==> config.mk <==
export PLATFORM = sky130hd
export DESIGN_NAME = pcmq_folded
export DESIGN_NICKNAME = d
export VERILOG_FILES = /design/src/rtl/pcmq_pkg.sv /design/src/rtl/pcmq_rounder.sv /design/src/rtl/pcmq_encoder.sv /design/src/rtl/pcmq_decoder.sv /design/src/rtl/pcmq_folded.sv
export SDC_FILE = /design/constraint.sdc
export NUM_CORES = 1
export LEC_CHECK = 0
export BUFFER_PORTS_ARGS = -buffer_cell sky130_fd_sc_hd__buf_2
export CORE_MARGIN = 2
export CORE_UTILIZATION = 25
export CTS_CLUSTER_SIZE = 10
export DETAILED_ROUTE_END_ITERATION = 7
export SYNTH_ARGS = -nofsm -noshare
export SYNTH_HDL_FRONTEND = slang
export SYNTH_SLANG_ARGS = --single-unit
==> constraint.sdc <==
create_clock -name clk -period 0.8 [get_ports clk]
set_clock_uncertainty 0.15 [all_clocks]
set_input_delay 0.04 -clock clk [delete_from_list [all_inputs] [get_ports clk]]
set_output_delay 0.04 -clock clk [all_outputs]
set_load 0.02 [all_outputs]
==> src/rtl/pcmq_pkg.sv <==
package pcmq_pkg;

  localparam int unsigned PCMQ_FRAC_BITS = 2;

  function automatic int unsigned pcmq_max_mag(input int unsigned n);
    return (32'd1 << (n - 1)) - 32'd1;
  endfunction

endpackage

==> src/rtl/pcmq_rounder.sv <==
module pcmq_rounder
  import pcmq_pkg::*;
#(
  parameter int unsigned N = 3
) (
  input  logic [N+1:0] x,
  output logic         sgn,
  output logic [N-2:0] mag
);
  localparam int unsigned W       = N + PCMQ_FRAC_BITS;
  localparam int unsigned MAX_MAG = pcmq_max_mag(N);

  logic [W:0] abs_q;
  logic [W:0] rnd_q;
  logic [W:0] lvl_full;

  always_comb begin
    if (x[W-1]) abs_q = {1'b0, ~x} + (W+1)'(1);
    else        abs_q = {1'b0, x};
    rnd_q    = abs_q + (W+1)'(2);
    lvl_full = rnd_q >> PCMQ_FRAC_BITS;
    sgn      = ~x[W-1];
    if (lvl_full > (W+1)'(MAX_MAG)) mag = (N-1)'(MAX_MAG);
    else                            mag = lvl_full[N-2:0];
  end

endmodule

==> src/rtl/pcmq_encoder.sv <==
module pcmq_encoder
  import pcmq_pkg::*;
#(
  parameter int unsigned N = 3
) (
  input  logic         clk,
  input  logic         rst_n,
  input  logic         smp_valid,
  input  logic [N+1:0] smp_in,
  output logic         code_valid,
  output logic [N-1:0] code_out
);
  localparam int unsigned W       = N + PCMQ_FRAC_BITS;
  localparam int unsigned MAX_MAG = pcmq_max_mag(N);
  localparam int          CLIP_Q  = int'(MAX_MAG) * 4 + 1;

  logic         r_sgn;
  logic [N-2:0] r_mag;
  logic [N-1:0] code_d;
  logic         vld_d;

  pcmq_rounder #(.N(N)) u_round (
    .x   (smp_in),
    .sgn (r_sgn),
    .mag (r_mag)
  );

  always_comb begin
    vld_d  = smp_valid;
    code_d = code_out;
    if (smp_valid) code_d = {r_sgn, r_mag};
  end

  always_ff @(posedge clk or negedge rst_n) begin
    if (!rst_n) begin
      code_valid <= 1'b0;
      code_out   <= '0;
    end else begin
      code_valid <= vld_d;
      code_out   <= code_d;
    end
  end

  // checking aids: last captured input and level implied by the code
  logic [W-1:0]     seen_x;
  logic signed [W+1:0] code_q;
  logic signed [W+1:0] err_q;

  always_ff @(posedge clk or negedge rst_n) begin
    if (!rst_n)         seen_x <= '0;
    else if (smp_valid) seen_x <= smp_in;
  end

  always_comb begin
    if (code_out[N-1]) code_q =  $signed({3'b000, code_out[N-2:0], 2'b00});
    else               code_q = -$signed({3'b000, code_out[N-2:0], 2'b00});
    err_q = code_q - $signed({{2{seen_x[W-1]}}, seen_x});
  end

  a_r1_valid_pulse: assert property (@(posedge clk) disable iff (!rst_n)
    smp_valid |=> code_valid);
  a_r1_no_spurious: assert property (@(posedge clk) disable iff (!rst_n)
    !smp_valid |=> !code_valid);
  a_r2_sign_polarity: assert property (@(posedge clk) disable iff (!rst_n)
    smp_valid |=> (code_out[N-1] == !$past(smp_in[W-1])));
  a_r4_clip_high: assert property (@(posedge clk) disable iff (!rst_n)
    (smp_valid && (int'($signed(smp_in)) > CLIP_Q)) |=>
      (code_out == {1'b1, (N-1)'(MAX_MAG)}));
  a_r6_half_step: assert property (@(posedge clk) disable iff (!rst_n)
    (code_valid && (code_out[N-2:0] != (N-1)'(MAX_MAG))) |->
      ((err_q <= 2) && (err_q >= -2)));
  a_r7_hold: assert property (@(posedge clk) disable iff (!rst_n)
    !smp_valid |=> $stable(code_out));

endmodule

==> src/rtl/pcmq_decoder.sv <==
module pcmq_decoder #(
  parameter int unsigned N = 3
) (
  input  logic         clk,
  input  logic         rst_n,
  input  logic         dec_valid,
  input  logic [N-1:0] dec_code,
  output logic         lvl_valid,
  output logic [N-1:0] lvl_out
);
  logic [N-1:0] mag_ext;
  logic [N-1:0] lvl_d;

  always_comb begin
    mag_ext = {1'b0, dec_code[N-2:0]};
    lvl_d   = lvl_out;
    if (dec_valid) begin
      if (dec_code[N-1]) lvl_d = mag_ext;
      else               lvl_d = (~mag_ext) + N'(1);
    end
  end

  always_ff @(posedge clk or negedge rst_n) begin
    if (!rst_n) begin
      lvl_valid <= 1'b0;
      lvl_out   <= '0;
    end else begin
      lvl_valid <= dec_valid;
      lvl_out   <= lvl_d;
    end
  end

  a_r8_zero_codes: assert property (@(posedge clk) disable iff (!rst_n)
    (dec_valid && (dec_code[N-2:0] == '0)) |=> (lvl_out == '0));
  a_r9_sign_map: assert property (@(posedge clk) disable iff (!rst_n)
    (dec_valid && (dec_code[N-2:0] != '0)) |=> (lvl_out[N-1] == !$past(dec_code[N-1])));
  a_r10_valid_pulse: assert property (@(posedge clk) disable iff (!rst_n)
    dec_valid |=> lvl_valid);
  a_r10_hold: assert property (@(posedge clk) disable iff (!rst_n)
    !dec_valid |=> (!lvl_valid && $stable(lvl_out)));

endmodule

==> src/rtl/pcmq_folded.sv <==
module pcmq_folded #(
  parameter int unsigned N = 3
) (
  input  logic         clk,
  input  logic         rst_n,
  input  logic         smp_valid,
  input  logic [N+1:0] smp_in,
  output logic         code_valid,
  output logic [N-1:0] code_out,
  input  logic         dec_valid,
  input  logic [N-1:0] dec_code,
  output logic         lvl_valid,
  output logic [N-1:0] lvl_out
);
  logic [1:0] rst_pipe;
  logic       rst_core_n;

  always_ff @(posedge clk or negedge rst_n) begin
    if (!rst_n) rst_pipe <= 2'b00;
    else        rst_pipe <= {rst_pipe[0], 1'b1};
  end
  assign rst_core_n = rst_pipe[1];

  initial begin
    assert (N >= 2) else $error("pcmq_folded: N must be at least 2");
  end

  pcmq_encoder #(.N(N)) u_enc (
    .clk        (clk),
    .rst_n      (rst_core_n),
    .smp_valid  (smp_valid),
    .smp_in     (smp_in),
    .code_valid (code_valid),
    .code_out   (code_out)
  );

  pcmq_decoder #(.N(N)) u_dec (
    .clk       (clk),
    .rst_n     (rst_core_n),
    .dec_valid (dec_valid),
    .dec_code  (dec_code),
    .lvl_valid (lvl_valid),
    .lvl_out   (lvl_out)
  );

endmodule

======== Word-level counts from Yosys, hierarchy flattened ========
Index checks and enable logic that the tools add are counted.
cells by class
  order comparisons ....................... 1
  muxes and demuxes ....................... 3
  add/subtract/negate cells ............... 3
  bitwise gates (word level) .............. 3
operators by type and width
  cell                   number
  $add A5 B1 Y6 const B  1
  $add A6 B2 Y6 const B  1
  $mux W6                1
  $not A5 Y5             1
  $gt A4 B2 Y1 const B   1
  $add A3 B1 Y3 const B  1
  $mux W3                1
  $not A2 Y3             1
  $mux W2                1
  $not A1 Y1             1
word-level totals
  input bits .............................. 12
  bits in registers ....................... 10
  word-level logic and storage cells ...... 15
  output and inout port bits .............. 8

======== Logic depth before layout (Yosys ltp) ========
  word-level depth ........................ 6
  gate-level depth with buffers ........... 8
  gate-level depth less buffers ........... 8

======== Cells and area by module ========
A second synthesis with hierarchy kept.
second synthesis, totals
  cell total of the unflattened synthesis .. 44
  area total of the unflattened synthesis .. 486.7 um^2
by module, submodules not included
  module        times used  cells each  seq. area each (um^2)  area each (um^2)
  pcmq_decoder  1           13          100.1                  165.2
  pcmq_encoder  1           7           100.1                  133.9
  pcmq_rounder  1           21          0.0                    133.9
  pcmq_folded   1           3           50.0                   53.8

======== Worst setup path after synthesis ========
OpenSTA, ideal clock, no wires.
  path kind ............................... input-to-reg
  start ................................... input smp_in[0]
  end ..................................... register u_enc.code_out[0]
  buffers on the path ..................... 0
  required time ........................... 0.524 ns
  slack ................................... -0.627 ns
  cell stages on the path ................. 6
  arrival time ............................ 1.151 ns
  library setup time ...................... 0.126 ns
  cells stage by stage .................... inv_1 > ha_1 > nand2b_1 > xnor2_1 > ha_1 > o32a_1
on the way
  word-level cells in the longest chain between the ends .. 6
ends and longest elaborated chain
  item                    line                text
  start: declaration      pcmq_folded.sv:7    input logic [N+1:0] smp_in,
  $not A5 Y5              pcmq_rounder.sv:18  if (x[W-1]) abs_q = {1'b0, ~x} + (W+1)'(1);
  $add A5 B1 Y6           pcmq_rounder.sv:18
  $mux W6 *               pcmq_rounder.sv:18
  $add A6 B2 Y6 *         pcmq_rounder.sv:20  rnd_q = abs_q + (W+1)'(2);
  $gt A4 B2 Y1            pcmq_rounder.sv:23  if (lvl_full > (W+1)'(MAX_MAG)) mag = (N-1)'(MAX_MAG);
  $mux W2 *               pcmq_rounder.sv:23
  end signal: assignment  pcmq_encoder.sv:40  code_out <= code_d;
  end: declaration        pcmq_encoder.sv:11  output logic [N-1:0] code_out
Mark *: on every way between the ends. The rest lies on a longest branch, timed or not.
A chain may end at the register's enable or synchronous reset.

======== Final worst setup path ========
  start ................................... input smp_in[1]
  end ..................................... register u_enc.code_out[0]
The elaborated chain is that of the path after synthesis.

==> impl_metrics.py <==
metrics = {
    "sta": {
        "fin_ws_ns": -0.324,
        "hold_violations": 16,
        "clock.fmax_mhz": 890,
        "rsz0062_at_grt": "true",
        "worst_hold_slack_ns": -0.189,
        "timing.final.crit_period_ns": 1.12,
        "final.period_utilization_pct": 140,
        "setup_viol": 13,
        "slew_violations": 0,
    },
    "place": {
        "dpl.hpwl_um": 806,
        "port_buffers": 19,
        "placed_cell_area_sq_um": 753,
        "gp_congestion": 0.634,
    },
    "cells_and_area": {
        "drive_above_1_share_pct": 65.8,
        "fillers": 194,
        "final_area_sq_um": 907,
        "syn2layout_area_growth_pct": 79.9,
        "diodes": 0,
        "seqCellArea_sq_um": 255,
        "post-route-util_pct": 47.2,
        "multi_input_area_sq_um": 279,
        "nNetsFinal": 95,
    },
    "synthesis": {
        "synth_xor_area_share_pct": 6.70,
        "synth.yosys.warnings": 0,
        "synth_top_family_by_area": "simple AND/OR/NAND/NOR gates",
        "syn_area_sq_um": 504,
        "ys_ff_latch": 10,
        "async_flop_share_pct": 100,
        "synth_area_per_cell_sq_um": 11.5,
        "ys_seq_area_share_pct": 49.6,
        "synthMuxAreaShare_pct": 8.44,
        "synthFlopType": "dfrtp_1",
        "synth_fp_nets": 59,
        "yosys.cell_count.top_type": "dfrtp_1",
        "synth-simple-area-share_pct": 11.9,
        "synthTopCellsByCount": "dfrtp_1, inv_1, nor2_1, ha_1",
        "synth_top_area_share_pct": 49.6,
        "synth_top_area_cell": "dfrtp_1",
        "synth.distinct_cells": 22,
        "synth_compound_area_share_pct": 10.7,
        "synth_fa_ha_area_share_pct": 7.44,
        "synth_cells": 44,
        "synth_enable_flop_cells": 0,
        "synthTopCellsByArea": "dfrtp_1, ha_1, inv_1, mux2_2, o31ai_4",
    },
    "floorplanning": {
        "initial_core_util_pct": 26.2,
        "coreArea_sq_um": 1920,
        "io_pins": 20,
        "rows": 16,
        "fp.dieW_um": 48.9,
        "dieArea_sq_um": 2390,
        "die_h_um": 48.9,
    },
    "cts": {
        "clk_latency_ns": 0.26,
        "clock_sinks": 10,
        "htreeDepth": 1,
        "clk_path_buf_depth": 2,
        "cts_tree": "yes",
        "cts_buffers": 3,
        "cts_hold_buf": 2,
        "cts.clk_slew.worst_paths_ns": 0.06,
        "ctsRootBufferMaster": "clkbuf_4",
    },
    "global_route": {
        "antenna_found_initial": 0,
        "grt_first_pass_wirelength_mm": 1.79,
        "grt_util_all_layers_pct": 9.58,
        "globalRouteOverflowTotal": 0,
        "grt_pass1_vias": 448,
        "grt_start_max_net_pins": 9,
    },
    "status": {
        "violations": "hold timing, setup timing",
        "status": "finished with violations",
    },
    "drt": {
        "drt_iter0_drc": 0,
        "vias_per_cell": 4.08,
        "drcViolationCount": 0,
        "drt-wirelength-per-cell_um": 9.64,
        "routed_wl_mm": 1.02,
        "firstDrtPassIters": 1,
        "vias": 432,
        "ant_nets": 0,
    },
    "setup_path": {
        "crit_required_ns": 0.79,
        "startpoint_type": "input port",
        "path_class": "input port to flop",
        "worstPathMaxFanout": 2,
        "worst_setup_path_end_kind": "flop",
        "critical_path_arrival_ns": 1.12,
    },
    "pwr": {
        "power_density_nw_per_um2": 1650,
        "power_leakage_uw": 0.000423,
        "finalPower_uw": 1500,
        "ir_worst_vdd_mv": 0.492,
    },
    "job": {
        "drv_cap": 0,
    },
    "min_path": {
        "worstHoldPathType": "input port to flop",
    },
}
-- cells by family after synthesis --
group                    count (synthesis)
AND/OR/NAND/NOR                         11
adder cells (fa/ha/maj)                  3
flip-flops                              10
AO/OA/AOI/OAI                            6
other                                    1
multiplexers                             4
buffers and inverters                    6
XOR/XNOR                                 3
-- through the flow --
step	setup TNS [ns]	hold WS, ns	setup slack, ns	instances
2_1_floorplan	-1.32	-0.406	-0.490	44
5_1_grt	-2.72	-0.187	-0.351	106
6_report	-2.25	-0.189	-0.324	106
3_3_place_gp	-1.70	-0.323	-0.703	99
3_5_place_dp	-1.80	-0.322	-0.719	99
4_1_cts	-2.91	-0.136	-0.329	107
-- registers in the layout (all words and copies together), names as in the netlist --
name,cells
rst_pipe,2
u_dec.lvl_out,3
u_dec.lvl_valid,1
u_enc.code_out,3
u_enc.code_valid,1
-- placed cells by master, fill, tap and decap left out --
master,Yosys,layout
buf_12,0,1
nor2_1,4,4
inv_6,0,1
ha_2,0,1
buf_4,0,10
xnor2_2,0,1
nand3b_1,1,1
dlygate4sd3_1,0,1
a21oi_1,1,1
conb_1,1,1
nor2b_1,1,1
inv_1,6,3
nand2_1,2,2
clkbuf_8,0,1
nand4bb_1,1,1
o31ai_4,1,1
inv_2,0,1
nand2b_4,0,1
a211oi_1,1,1
ha_1,3,1
o21ai_2,0,1
dfrtp_1,10,6
o21ai_1,1,1
o32a_1,1,1
xor2_2,1,2
mux2i_1,2,2
clkbuf_4,0,3
buf_6,0,10
ha_4,0,1
dfrtp_2,0,4
nor4_2,0,1
buf_2,0,9
mux2_2,2,2
inv_12,0,1
-- worst max-delay path, cell delays in order --
cell and delay [ns]:
buf_12 0.09, inv_12 0.03, ha_4 0.14, nand2b_4 0.14
xnor2_2 0.12, ha_2 0.28, o32a_1 0.28
-- routing by layer --
layer	vias to the layer above	wire length, um	global-route usage (%)
met4	0	0	4.29
li1	214	-	-
met5	-	0	0
met3	0	52	2.15
met2	16	587	17.8
met1	202	381	10.2
-- power by group --
part	internal [uW]	total (uW)	switching, uW
clock	276	437	161
sequential	561	601	40.1
combinational	265	463	198
total	1100	1500	399
-- path summary, 6_finish.rpt --
kind	start	end	slack, ns	cells after the start
setup / recovery	smp_in[1]	u_enc.code_out[0]$_DFFE_PN0P_	-0.32	7
hold / removal	dec_valid	u_dec.lvl_valid$_DFF_PN0_	-0.19	1
setup reg to reg	u_enc.code_out[1]$_DFFE_PN0P_	u_enc.code_out[1]$_DFFE_PN0P_	-0.14	3
hold reg to reg	rst_pipe[1]$_DFF_PN0_	u_dec.lvl_valid$_DFF_PN0_	-0.02	0
max in group asynchronous	rst_pipe[1]$_DFF_PN0_	u_dec.lvl_out[2]$_DFFE_PN0P_	0.25	0
min in group asynchronous	rst_n	rst_pipe[0]$_DFF_PN0_	-0.05	2
-- cell type report --
class                           count  area share, %
Sequential cell                    10           28.1
Inverter                            6           4.41
Tap cell                           27           3.72
Clock buffer                        4           4.00
Timing Repair Buffer               31           29.0
Multi-Input combinational cell     28           30.8
-- what timing repair did --
item,CTS,global route
setup buffers,2,0
endpoints found under the hold margin,16,8
setup endpoints to repair,12,15
gates resized for setup,23,4
pin swaps,6,1
No activity file was read; power rests on OpenSTA's default activity.
